===== src/rtl/ipi_tmr_intc.sv =====
module ipi_tmr_intc #(
  parameter int NCPU = 4,
  parameter int AW   = 3
) (
  input  logic            clk,
  input  logic            rst_n,
  input  logic            wr_en,
  input  logic            rd_en,
  input  logic [AW-1:0]   addr,
  input  logic [63:0]     wdata,
  input  logic [1:0]      rd_cpu,
  input  logic            tick,
  output logic [63:0]     rdata,
  output logic [NCPU-1:0] ipi_irq,
  output logic [NCPU-1:0] tmr_irq,
  output logic            warn_dup_ipi,
  output logic            warn_empty_ipi,
  output logic            unsupported
);
  localparam logic [3:0]    CMASK  = 4'((1 << NCPU) - 1);
  localparam logic [AW-1:0] A_CTL  = AW'(0);
  localparam logic [AW-1:0] A_IPI  = AW'(1);
  localparam logic [AW-1:0] A_TMR  = AW'(2);
  localparam logic [AW-1:0] A_IREQ = AW'(3);

  logic [3:0] ipi_q, tmr_q;
  logic [3:0] req_m, iclr_m, tclr_m, ipi_mid;
  logic ctl_wr, ipi_wr, tmr_wr, ireq_wr;
  logic unused_wbits;

  assign ctl_wr  = wr_en && addr == A_CTL;
  assign ipi_wr  = wr_en && addr == A_IPI;
  assign tmr_wr  = wr_en && addr == A_TMR;
  assign ireq_wr = wr_en && addr == A_IREQ;

  assign req_m  = CMASK & ((ctl_wr ? wdata[15:12] : 4'd0) | (ireq_wr ? wdata[3:0] : 4'd0));
  assign iclr_m = CMASK & ((ctl_wr ? wdata[11:8]  : 4'd0) | (ipi_wr  ? wdata[3:0] : 4'd0));
  assign tclr_m = CMASK & ((ctl_wr ? wdata[7:4]   : 4'd0) | (tmr_wr  ? wdata[3:0] : 4'd0));
  assign ipi_mid = ipi_q | req_m;

  assign unused_wbits = ^{wdata[63:29], wdata[27:16]};

  always_ff @(posedge clk) begin
    if (!rst_n) begin
      ipi_q          <= '0;
      tmr_q          <= '0;
      warn_dup_ipi   <= 1'b0;
      warn_empty_ipi <= 1'b0;
      unsupported    <= 1'b0;
      rdata          <= '0;
    end else begin
      ipi_q          <= ipi_mid & ~iclr_m;
      tmr_q          <= (tmr_q & ~tclr_m) | (tick ? CMASK : 4'd0);
      warn_dup_ipi   <= |(req_m & ipi_q);
      warn_empty_ipi <= |(iclr_m & ~ipi_mid);
      unsupported    <= ctl_wr && !wdata[28] && wdata[15:4] == 12'd0;
      if (rd_en) begin
        case (addr)
          A_CTL:   rdata <= {52'd0, ipi_q, tmr_q, 2'b00, rd_cpu};
          A_IPI:   rdata <= {60'd0, ipi_q};
          A_TMR:   rdata <= {60'd0, tmr_q};
          default: rdata <= '0;
        endcase
      end
    end
  end

  assign ipi_irq = ipi_q[NCPU-1:0];
  assign tmr_irq = tmr_q[NCPU-1:0];

  a_r2_req_sets: assert property (@(posedge clk) disable iff (!rst_n)
    (wr_en && addr == A_CTL) |=>
      ((ipi_irq & NCPU'($past(wdata[15:12] & ~wdata[11:8]))) == NCPU'($past(wdata[15:12] & ~wdata[11:8]))));

  a_r3_clr_wins: assert property (@(posedge clk) disable iff (!rst_n)
    (wr_en && addr == A_CTL) |=> ((ipi_irq & NCPU'($past(wdata[11:8]))) == '0));

  a_r4_tmr_no_spurious_set: assert property (@(posedge clk) disable iff (!rst_n)
    !tick |=> ((tmr_irq & ~$past(tmr_irq)) == '0));

  a_r7_tick_all: assert property (@(posedge clk) disable iff (!rst_n)
    tick |=> (tmr_irq == {NCPU{1'b1}}));

  a_r5_unsup_no_change: assert property (@(posedge clk) disable iff (!rst_n)
    unsupported |-> (ipi_irq == $past(ipi_irq)));

  a_r6_dup_needs_pending: assert property (@(posedge clk) disable iff (!rst_n)
    warn_dup_ipi |-> ($past(ipi_irq) != '0));

  a_r6_dup_no_change: assert property (@(posedge clk) disable iff (!rst_n)
    (wr_en && addr == A_CTL && wdata[11:8] == 4'd0) |=>
      ((ipi_irq & ~$past(ipi_irq)) == NCPU'($past(wdata[15:12] & ~{4'(ipi_irq)}))));
endmodule


===== config.mk =====
export PLATFORM = sky130hd
export DESIGN_NAME = ipi_tmr_intc
export DESIGN_NICKNAME = d
export VERILOG_FILES = /design/src/rtl/ipi_tmr_intc.sv
export SDC_FILE = /design/constraint.sdc
export NUM_CORES = 1
export LEC_CHECK = 0
export ABC_AREA = 1
export ABC_CLOCK_PERIOD_IN_PS = 1900
export BUFFER_PORTS_ARGS = -buffer_cell sky130_fd_sc_hd__buf_4
export CAP_MARGIN = 20
export CORE_MARGIN = 8
export CORE_UTILIZATION = 39
export DETAILED_ROUTE_END_ITERATION = 16
export PLACE_DENSITY = 0.84
export SYNTH_ARGS = -nofsm -noshare
export SYNTH_HDL_FRONTEND = slang
export SYNTH_SLANG_ARGS = --single-unit

===== constraint.sdc =====
create_clock -name clk -period 1.9 [get_ports clk]
set_clock_uncertainty 0.15 [all_clocks]
set_input_delay 0.19 -clock clk [delete_from_list [all_inputs] [get_ports clk]]
set_output_delay 0.19 -clock clk [all_outputs]
set_load 0.01 [all_outputs]

==> results_dict.tcl, run 1 <==
set metrics [dict create \
    n_antenna_cell 0 \
    grt_pass1_wl_mm 6.41 \
    cellLeakagePower_nw 0.890 \
    ir_worst_vdd_mv 0.364 \
    fp.dieH_um 77.8 \
    post-dp-hpwl_mm 3.26 \
    antenna_found_initial 0 \
    grt_start_max_net_pins 22 \
    period_needed_ns 1.20 \
    outcome "complete, no violations" \
    drt-total-wl_mm 3.86 \
    layout-area-overhead-vs-synth_pct 17.7 \
    synth_top_cell_by_area "dfxtp_1" \
    placementRows 22 \
    yosysWarningCount 0 \
    crit_path_end_kind "primary output" \
    fin_crit_sh_pct 63.2 \
    seq_area_um2 460 \
    cts_resized 0 \
    overflow 0 \
    postSynthCellCount 217 \
    cts_root_buf "clkbuf_8" \
    hold_class "in2reg" \
    gp_congestion 0.828 \
    yosysTopAreaCellShare_pct 30.9 \
    n_fill_cell 395 \
    crit_family "flip-flops" \
    setup_violations 0 \
    drive_above_1_share_pct 24.8 \
    clkTransAtPathRegs_ns 0.08 \
    layout_commonest_cell "nand2_1" \
    final_nets 341 \
    clk_latency_ns 0.26 \
    synth_seq_cells 23 \
    yosys-top-cells-area "dfxtp_1 (31%), buf_4 (26%), nand2_1 (16%)" \
    dr.pass1.iters 5 \
    cts_sinks 23 \
    crit_slowest_cell "dfxtp_1" \
    worstPathRequired_ns 1.56 \
    hold_viol 0 \
    rrSetupSlack_ns 0.87 \
    worst-path-max-fanout 4 \
    path_buf_inv 1 \
    r2r_cells 5 \
    maxCapViolCount 0 \
    wl_per_cell_um 12.3 \
    synth_area_mm2 0.00149 \
    powerDensity_mw_per_mm2 599 \
    clockBufferDepth 2 \
    tns_ns 0 \
    drt_iter0_markers 56 \
    grt_pass1_vias 1429 \
    hp-start "wdata[10]" \
    fmax_mhz 832 \
    r2r-end "warn_empty_ipi" \
    die_w_um 77.8 \
    vias_per_cell 4.43 \
    max_stage_delay_ns 0.44 \
    dieArea_mm2 0.00605 \
    reg2reg_from "ipi_irq[3]" \
    hold_buffers 0 \
    whs_endpoint "unsupported" \
    vias 1392 \
    multiInputGateArea_um2 781 \
    avgSynthCellArea_um2 6.86 \
    crit_arrival_ns 0.86 \
    cp-start-kind "flip-flop" \
    cts_tree "built" \
    ant_nets 0 \
    numCtsBuffers 3 \
    start_util_pct 40.7 \
    grt_usage_pct 12.5 \
    synth_cell_types 20 \
    crit_type "reg2out" \
    rsz0062_at_grt "false" \
    cts.htree.levels 1 \
    io_buffers 49 \
    min_delay_path_depth 4 \
    final_cell_mix "nand2_1 (63), conb_1 (52), buf_4 (49), dfxtp_1 (23), a21oi_1 (16)" \
    final_core_util_pct 47.9 \
    core_area_mm2 0.00366 \
    crit_chain "buf_4" \
    drc 0 \
    ys_seq_area_share_pct 30.9 \
    finalMaxSlewViolations 0 \
    io_pins 149 \
    cts_setup_buffers 0 \
]
==> synthesized netlist by cell type, drive strengths merged <==
cell    count
conb        1
nor4        3
nand3      11
nor3        5
and2        1
nand4       6
inv        10
nor2       13
a21oi      16
clkbuf      2
dfxtp      23
nand2      65
buf        53
o21ai       8
==> area by class of cell <==
| cell class | instances | area share, % |
|---|---|---|
| tap | 48 | 3.43 |
| inverter | 10 | 2.14 |
| timing repair buffer | 49 | 21.0 |
| sequential | 23 | 26.3 |
| clock inverter | 1 | 0.286 |
| clock buffer | 3 | 2.36 |
| multi-input combinational | 180 | 44.5 |
==> flip-flops by register name (all words and copies together), names as in the netlist <==
name	flops
ipi_irq	4
rdata	12
tmr_irq	4
unsupported	1
warn_dup_ipi	1
warn_empty_ipi	1
==> cell families after synthesis <==
| logic type | synth area share [%] |
|---|---|
| compound gates | 8.07 |
| flops | 30.9 |
| buf+inv | 29.5 |
| other cells | 0.252 |
| simple gates | 31.3 |
==> worst register-to-register path, stage by stage (launching register included) <==
cell,delay (ns)
dfxtp_1,0.43
nor2_1,0.09
nand2_1,0.07
nand2_1,0.05
nor2_1,0.07
nor2_1,0.04
==> through the flow <==
stage / cell area (um2) / setup WS, ns / hold slack [ns] / power (W) / instances
finish: 1750 / 0.699 / 0.0292 / 0.00105 / 314
global route: 1750 / 0.639 / 0.0366 / 0.00111 / 314
detailed placement: 1710 / 0.489 / 0.310 / 0.000754 / 310
floorplan: 1680 / 0.780 / 0.167 / 0.000728 / 268
CTS: 1750 / 0.690 / 0.0283 / 0.00106 / 314
global placement: 1710 / 0.507 / 0.306 / 0.000751 / 310
==> power by group <==
part           switching, W  internal [W]  total, W
sequential        0.0000186      0.000503  0.000522
combinational      0.000141     0.0000841  0.000225
clock              0.000156      0.000146  0.000303
==> layer usage <==
metal  routed length, um  share of wire [%]  up-vias  global-route usage (%)
met2                1870                 48       76                    21.8
met5                   0                  0        -                       0
li1                    -                  -      693                       -
met4                  38               0.99        0                    3.77
met1                1520                 39      617                    13.0
met3                 432                 11        6                    5.88
==> worst max path at each step <==
stage,slack [ns],start,endpoint,cells past startpoint
floorplan,0.78,addr[0],warn_empty_ipi,9
global placement,0.51,addr[0],warn_empty_ipi,10
detailed placement,0.49,addr[0],warn_empty_ipi,10
CTS,0.69,ipi_irq[0],ipi_irq[0],1
global route,0.64,ipi_irq[0],ipi_irq[0],1
finish,0.70,tmr_irq[1],tmr_irq[1],1
Note: power is estimated with default switching activity, not from simulation.
==> run 2, diff against run 1 <==
- ABC_CLOCK_PERIOD_IN_PS: 1900 -> 1100
- CORE_UTILIZATION: 39 -> 32
- PLACE_DENSITY: 0.84 -> 0.73
- clock period: 1.9 -> 1.1 ns (I/O delays scaled with it)
==> run 2 against run 1 <==
  * The run now ends with hold timing left
  * Worst setup slack worse by 0.68 ns
  * Utilization down 5.7 points
  * Sequential power up 73%
  * Clock-buffer cell count unchanged
  * Die area up 17%
  * Highest routed layer unchanged
==> results_dict.tcl, run 2 (synthesis gave the netlist of run 1 again) <==
set metrics [dict create \
    gr-usage-met2_pct 20.0 \
    cts_root_buf "clkbuf_8" \
    ir_worst_vdd_mv 0.407 \
    cts_tree "built" \
    maxCapViolCount 0 \
    crit_family "flip-flops" \
    worst-path-max-fanout 2 \
    overflow 0 \
    finalMaxSlewViolations 0 \
    clk_latency_ns 0.26 \
    crit_path_end_kind "primary output" \
    crit_type "reg2out" \
    dieArea_mm2 0.00709 \
    cpMostUsedCell "buf_6" \
    final_core_util_pct 42.1 \
    min_delay_path_depth 4 \
    r2r_cells 4 \
    max_stage_delay_ns 0.33 \
    setup_violations 0 \
    wl_per_cell_um 12.3 \
    reg2reg_from "ipi_irq[1]" \
    n_fill_cell 504 \
    grt_pass1_wl_mm 6.92 \
    violations "hold timing" \
    cp-start-kind "flip-flop" \
    powerDensity_mw_per_mm2 973 \
    worstPathRequired_ns 0.84 \
    grtUsageMet1_pct 12.2 \
    whs_endpoint "unsupported" \
    drt_iter0_markers 63 \
    vias_per_cell 4.27 \
    layout-area-overhead-vs-synth_pct 30.2 \
    numCtsBuffers 3 \
    final_cell_mix "nand2_1 (63), buf_4 (59), conb_1 (52), a21oi_1 (16), dfxtp_1 (15)" \
    outcome "complete, but fails checks" \
    final_nets 358 \
    start_util_pct 32.4 \
    hp-start "wdata[10]" \
    largest_register_ffs 12 \
    crit_chain "buf_6 -> buf_6" \
    hold_viol 4 \
    drt-total-wl_mm 4.16 \
    tns_ns 0 \
    io_pins 149 \
    crit_slowest_cell "dfxtp_2" \
    die_w_um 84.2 \
    vias 1440 \
    drc 0 \
    grt.busiest_layer "met2" \
    grtUsageMet3_pct 4.55 \
    setup_ws_ns 0.0233 \
    r2r-end "warn_dup_ipi" \
    fmax_mhz 929 \
    cellLeakagePower_nw 0.980 \
    rsz0062_at_grt "true" \
    period_needed_ns 1.08 \
    rrSetupSlack_ns 0.09 \
    layout_commonest_cell "nand2_1" \
    regMostFlops "rdata" \
    antenna_found_initial 0 \
    post-dp-hpwl_mm 3.53 \
    placementRows 25 \
    drive_above_1_share_pct 31.4 \
    cts.htree.levels 1 \
    gp_congestion 0.864 \
    hold_class "in2reg" \
    timing.hold.ws_ns -0.0516 \
    fp.dieH_um 84.2 \
    grt_pass1_vias 1483 \
    clockBufferDepth 2 \
    place_ws_ns -0.176 \
    path_buf_inv 2 \
    ant_nets 0 \
    core_area_mm2 0.00460 \
    io_buffers 49 \
    n_antenna_cell 0 \
    crit_arrival_ns 0.82 \
    cts_sinks 23 \
    fin_crit_sh_pct 97.9 \
    dr.pass1.iters 4 \
    grt_usage_pct 11.5 \
    grt_start_max_net_pins 22 \
    clkTransAtPathRegs_ns 0.08 \
]
-- run 2: stage by stage --
| step | std cells | total power [W] | cell area, um2 |
|---|---|---|---|
| 4_1_cts | 336 | 0.00189 | 1910 |
| 2_1_floorplan | 268 | 0.00126 | 1680 |
| 3_3_place_gp | 328 | 0.00134 | 1820 |
| 5_1_grt | 337 | 0.00200 | 1940 |
| 6_report | 337 | 0.00189 | 1940 |
| 3_5_place_dp | 328 | 0.00134 | 1820 |
-- run 2: how the worst max path moves through the flow --
stage               startpoint              to  slack [ns]  depth (start not counted)
finish              ipi_irq[1]      ipi_irq[1]        0.02                          2
global route           addr[0]  warn_empty_ipi       -0.02                         10
CTS                 ipi_irq[1]      ipi_irq[1]      0.0003                          2
detailed placement     addr[0]  warn_empty_ipi       -0.18                         10
global placement       addr[0]  warn_empty_ipi       -0.17                         10
floorplan              addr[0]  warn_empty_ipi        0.06                          9
-- run 2: area by class of cell --
class	instances	area (um2)	area share, %
inverter	10	37.5	1.94
timing repair buffer	66	526	27.1
sequential	23	470	24.3
clock buffer	3	41.3	2.13
multi-input combinational	180	791	40.8
clock inverter	1	5.00	0.258
tap	54	67.6	3.49
-- run 2: per-layer routing --
layer | vias to the layer above | part of all wire, %
li1 | 730 | -
met4 | 0 | 1.2
met2 | 65 | 47
met3 | 4 | 9.4
met1 | 641 | 42
met5 | - | 0
-- run 2: timing repair --
item                                    in CTS  in global routing
buffers inserted                             1                  0
endpoints found under the hold margin        7                  4
endpoints found under the setup margin       6                  5
pin swaps                                    0                  0
hold buffers                                 3                  1
gates resized for setup                      7                  6
-- run 2: power by group --
group	internal (W)	leakage [nW]	switching, W
sequential	0.000872	0.191	0.0000305
combinational	0.000190	0.763	0.000261
clock	0.000253	0.0255	0.000279
total	0.00132	0.980	0.000571
-- run 2: tightest hold or removal path: cells and delay by family --
| kind | cells | cell delay [ns] |
|---|---|---|
| buf+inv | 1 | 0.08 |
| simple gates | 3 | 0.14 |
==> run 3, diff against run 2 <==
- CORE_ASPECT_RATIO: unset -> 0.8
==> run 3 against run 2 <==
  * The flow still finishes with violations (hold timing)
  * Worst hold slack gained 0.00079 ns
  * Die area grew 0.20%
  * Sequential power hardly changed
  * Total power is 0.54% higher
  * Fmax down 1.7%
  * Register-to-register slack worse by 0.03 ns
  * Wire length rose by 2.1%
  * Utilization increased by 1.8 points
  * Sequential cell count unchanged
  * Critical path depth stayed put
  * Sequential share of layout area decreased by 0.69 points
  * Global-route usage is 0.066 points higher
  * Largest power group unchanged
==> results_dict.tcl, run 3 (synthesis gave the netlist of run 1 again) <==
set metrics [dict create \
    cts.htree.levels 1 \
    start_util_pct 32.8 \
    layout_commonest_cell "nand2_1" \
    dpl-instance-area_mm2 0.00182 \
    drc 0 \
    cts_tree "built" \
    outcome "complete, but fails checks" \
    crit_family "flip-flops" \
    hold_viol 7 \
    core_area_mm2 0.00454 \
    clockBufferDepth 2 \
    drt_iter0_markers 57 \
    cp-start-kind "flip-flop" \
    crit_path_end_kind "primary output" \
    hold_buffers 4 \
    ant_nets 0 \
    total_power_w 0.00190 \
    vias 1429 \
    crit_chain "buf_6 -> buf_6" \
    clkTransAtPathRegs_ns 0.08 \
    crit_arrival_ns 0.84 \
    maxCapViolCount 0 \
    rsz0062_at_grt "true" \
    period_needed_ns 1.10 \
    numCtsBuffers 3 \
    post-dp-hpwl_mm 3.56 \
    crit_slowest_cell "dfxtp_2" \
    io_pins 149 \
    placementRows 22 \
    fp.dieH_um 77.0 \
    tns_ns 0 \
    n_fill_cell 508 \
    powerDensity_mw_per_mm2 951 \
    vias_per_cell 4.14 \
    grt_start_max_net_pins 22 \
    dieArea_mm2 0.00711 \
    gp_congestion 0.824 \
    fmax_mhz 913 \
    violations "hold timing" \
    dr.pass1.iters 4 \
    ir_worst_vdd_mv 0.513 \
    regMostFlops "rdata" \
    grt_pass1_vias 1431 \
    antenna_found_initial 0 \
    worst-path-max-fanout 2 \
    n_antenna_cell 0 \
    cpMostUsedCell "buf_6" \
    worstPathRequired_ns 0.84 \
    cts_root_buf "clkbuf_8" \
    hold_class "in2reg" \
    die_w_um 92.3 \
    grt_usage_pct 11.6 \
    wl_per_cell_um 12.3 \
    final_cell_mix "nand2_1 (60), buf_4 (56), conb_1 (52), a21oi_1 (16), dfxtp_1 (15)" \
    timing.hold.ws_ns -0.0508 \
    grt_pass1_wl_mm 6.74 \
    fin_area_mm2 0.00199 \
    max_stage_delay_ns 0.34 \
    drt-total-wl_mm 4.25 \
    path_buf_inv 2 \
    layout-area-overhead-vs-synth_pct 33.9 \
    io_buffers 49 \
    finalMaxSlewViolations 0 \
    crit_type "reg2out" \
    cellLeakagePower_nw 0.997 \
    largest_register_ffs 12 \
    drive_above_1_share_pct 32.6 \
    cts_sinks 23 \
    setup_violations 0 \
    clk_latency_ns 0.26 \
    final_nets 360 \
    overflow 0 \
    fin_crit_sh_pct 99.6 \
]
==> run 3: cell count changes in the layout (fill, tap and decap cells not counted) <==
cell      before  now
buf_4         59   56
clkbuf_1       0    1
nand2_1       63   60
buf_6          2    6
buf_8          0    1
nor2_2         3    2
nand2_2        2    5
nor2_4         3    4
clkinv_2       1    0
==> run 3: cell type report <==
class / instances / area [um2] / share of cell area (%)
Timing Repair Buffer: 68 / 563 / 28.2
Sequential cell: 23 / 470 / 23.6
Inverter: 10 / 37.5 / 1.88
Tap cell: 60 / 75.1 / 3.76
Multi-Input combinational cell: 180 / 803 / 40.3
Clock buffer: 4 / 45.0 / 2.26
==> run 3: timing repair <==
action	in CTS	in global routing
buffers inserted	2	1
resized for setup	8	15
endpoints found under the setup margin	5	6
pin swaps	0	10
endpoints found under the hold margin	11	5
==> run 3: worst paths after layout <==
kind / from / depth (start not counted) / slack [ns] / end
worst max-delay path: ipi_irq[2] / 2 / 0.005 / ipi_irq[2]
worst min-delay path: wdata[4] / 4 / -0.05 / unsupported
worst max register to register: ipi_irq[2] / 6 / 0.06 / warn_empty_ipi
worst min register to register: rdata[3] / 2 / 0.32 / rdata[3]
==> run 3: metal layers <==
| metal | vias up | GRT usage (%) | wire, um |
|---|---|---|---|
| met4 | 0 | 2.89 | 21 |
| met3 | 2 | 5.54 | 428 |
| met1 | 631 | 13.7 | 1800 |
| li1 | 733 | - | - |
| met2 | 63 | 18.2 | 2000 |
| met5 | - | 0 | 0 |
==> run 3: worst reg2reg max path, cell delays in order, from the launching register on <==
cell and delay, ns:
dfxtp_2 0.34, buf_6 0.12, nor2_4 0.10, nand2_1 0.06
nand2_1 0.06, nor2_1 0.04, nor2_1 0.11
==> run 3: power by group <==
part	internal (W)	switching (W)
combinational	0.000201	0.000266
sequential	0.000872	0.0000315
clock	0.000259	0.000267
==> run 3: metrics by stage <==
stage	cells	worst slack [ns]	hold slack, ns	utilization, %
final	345	0.00487	-0.0508	43.9
after detailed placement	334	-0.191	0.232	40.2
after floorplan	268	0.0604	0.0873	-
after global routing	345	-0.0342	-0.0484	43.9
after global placement	334	-0.153	0.234	40.2
after CTS	344	0.00361	-0.0521	42.8
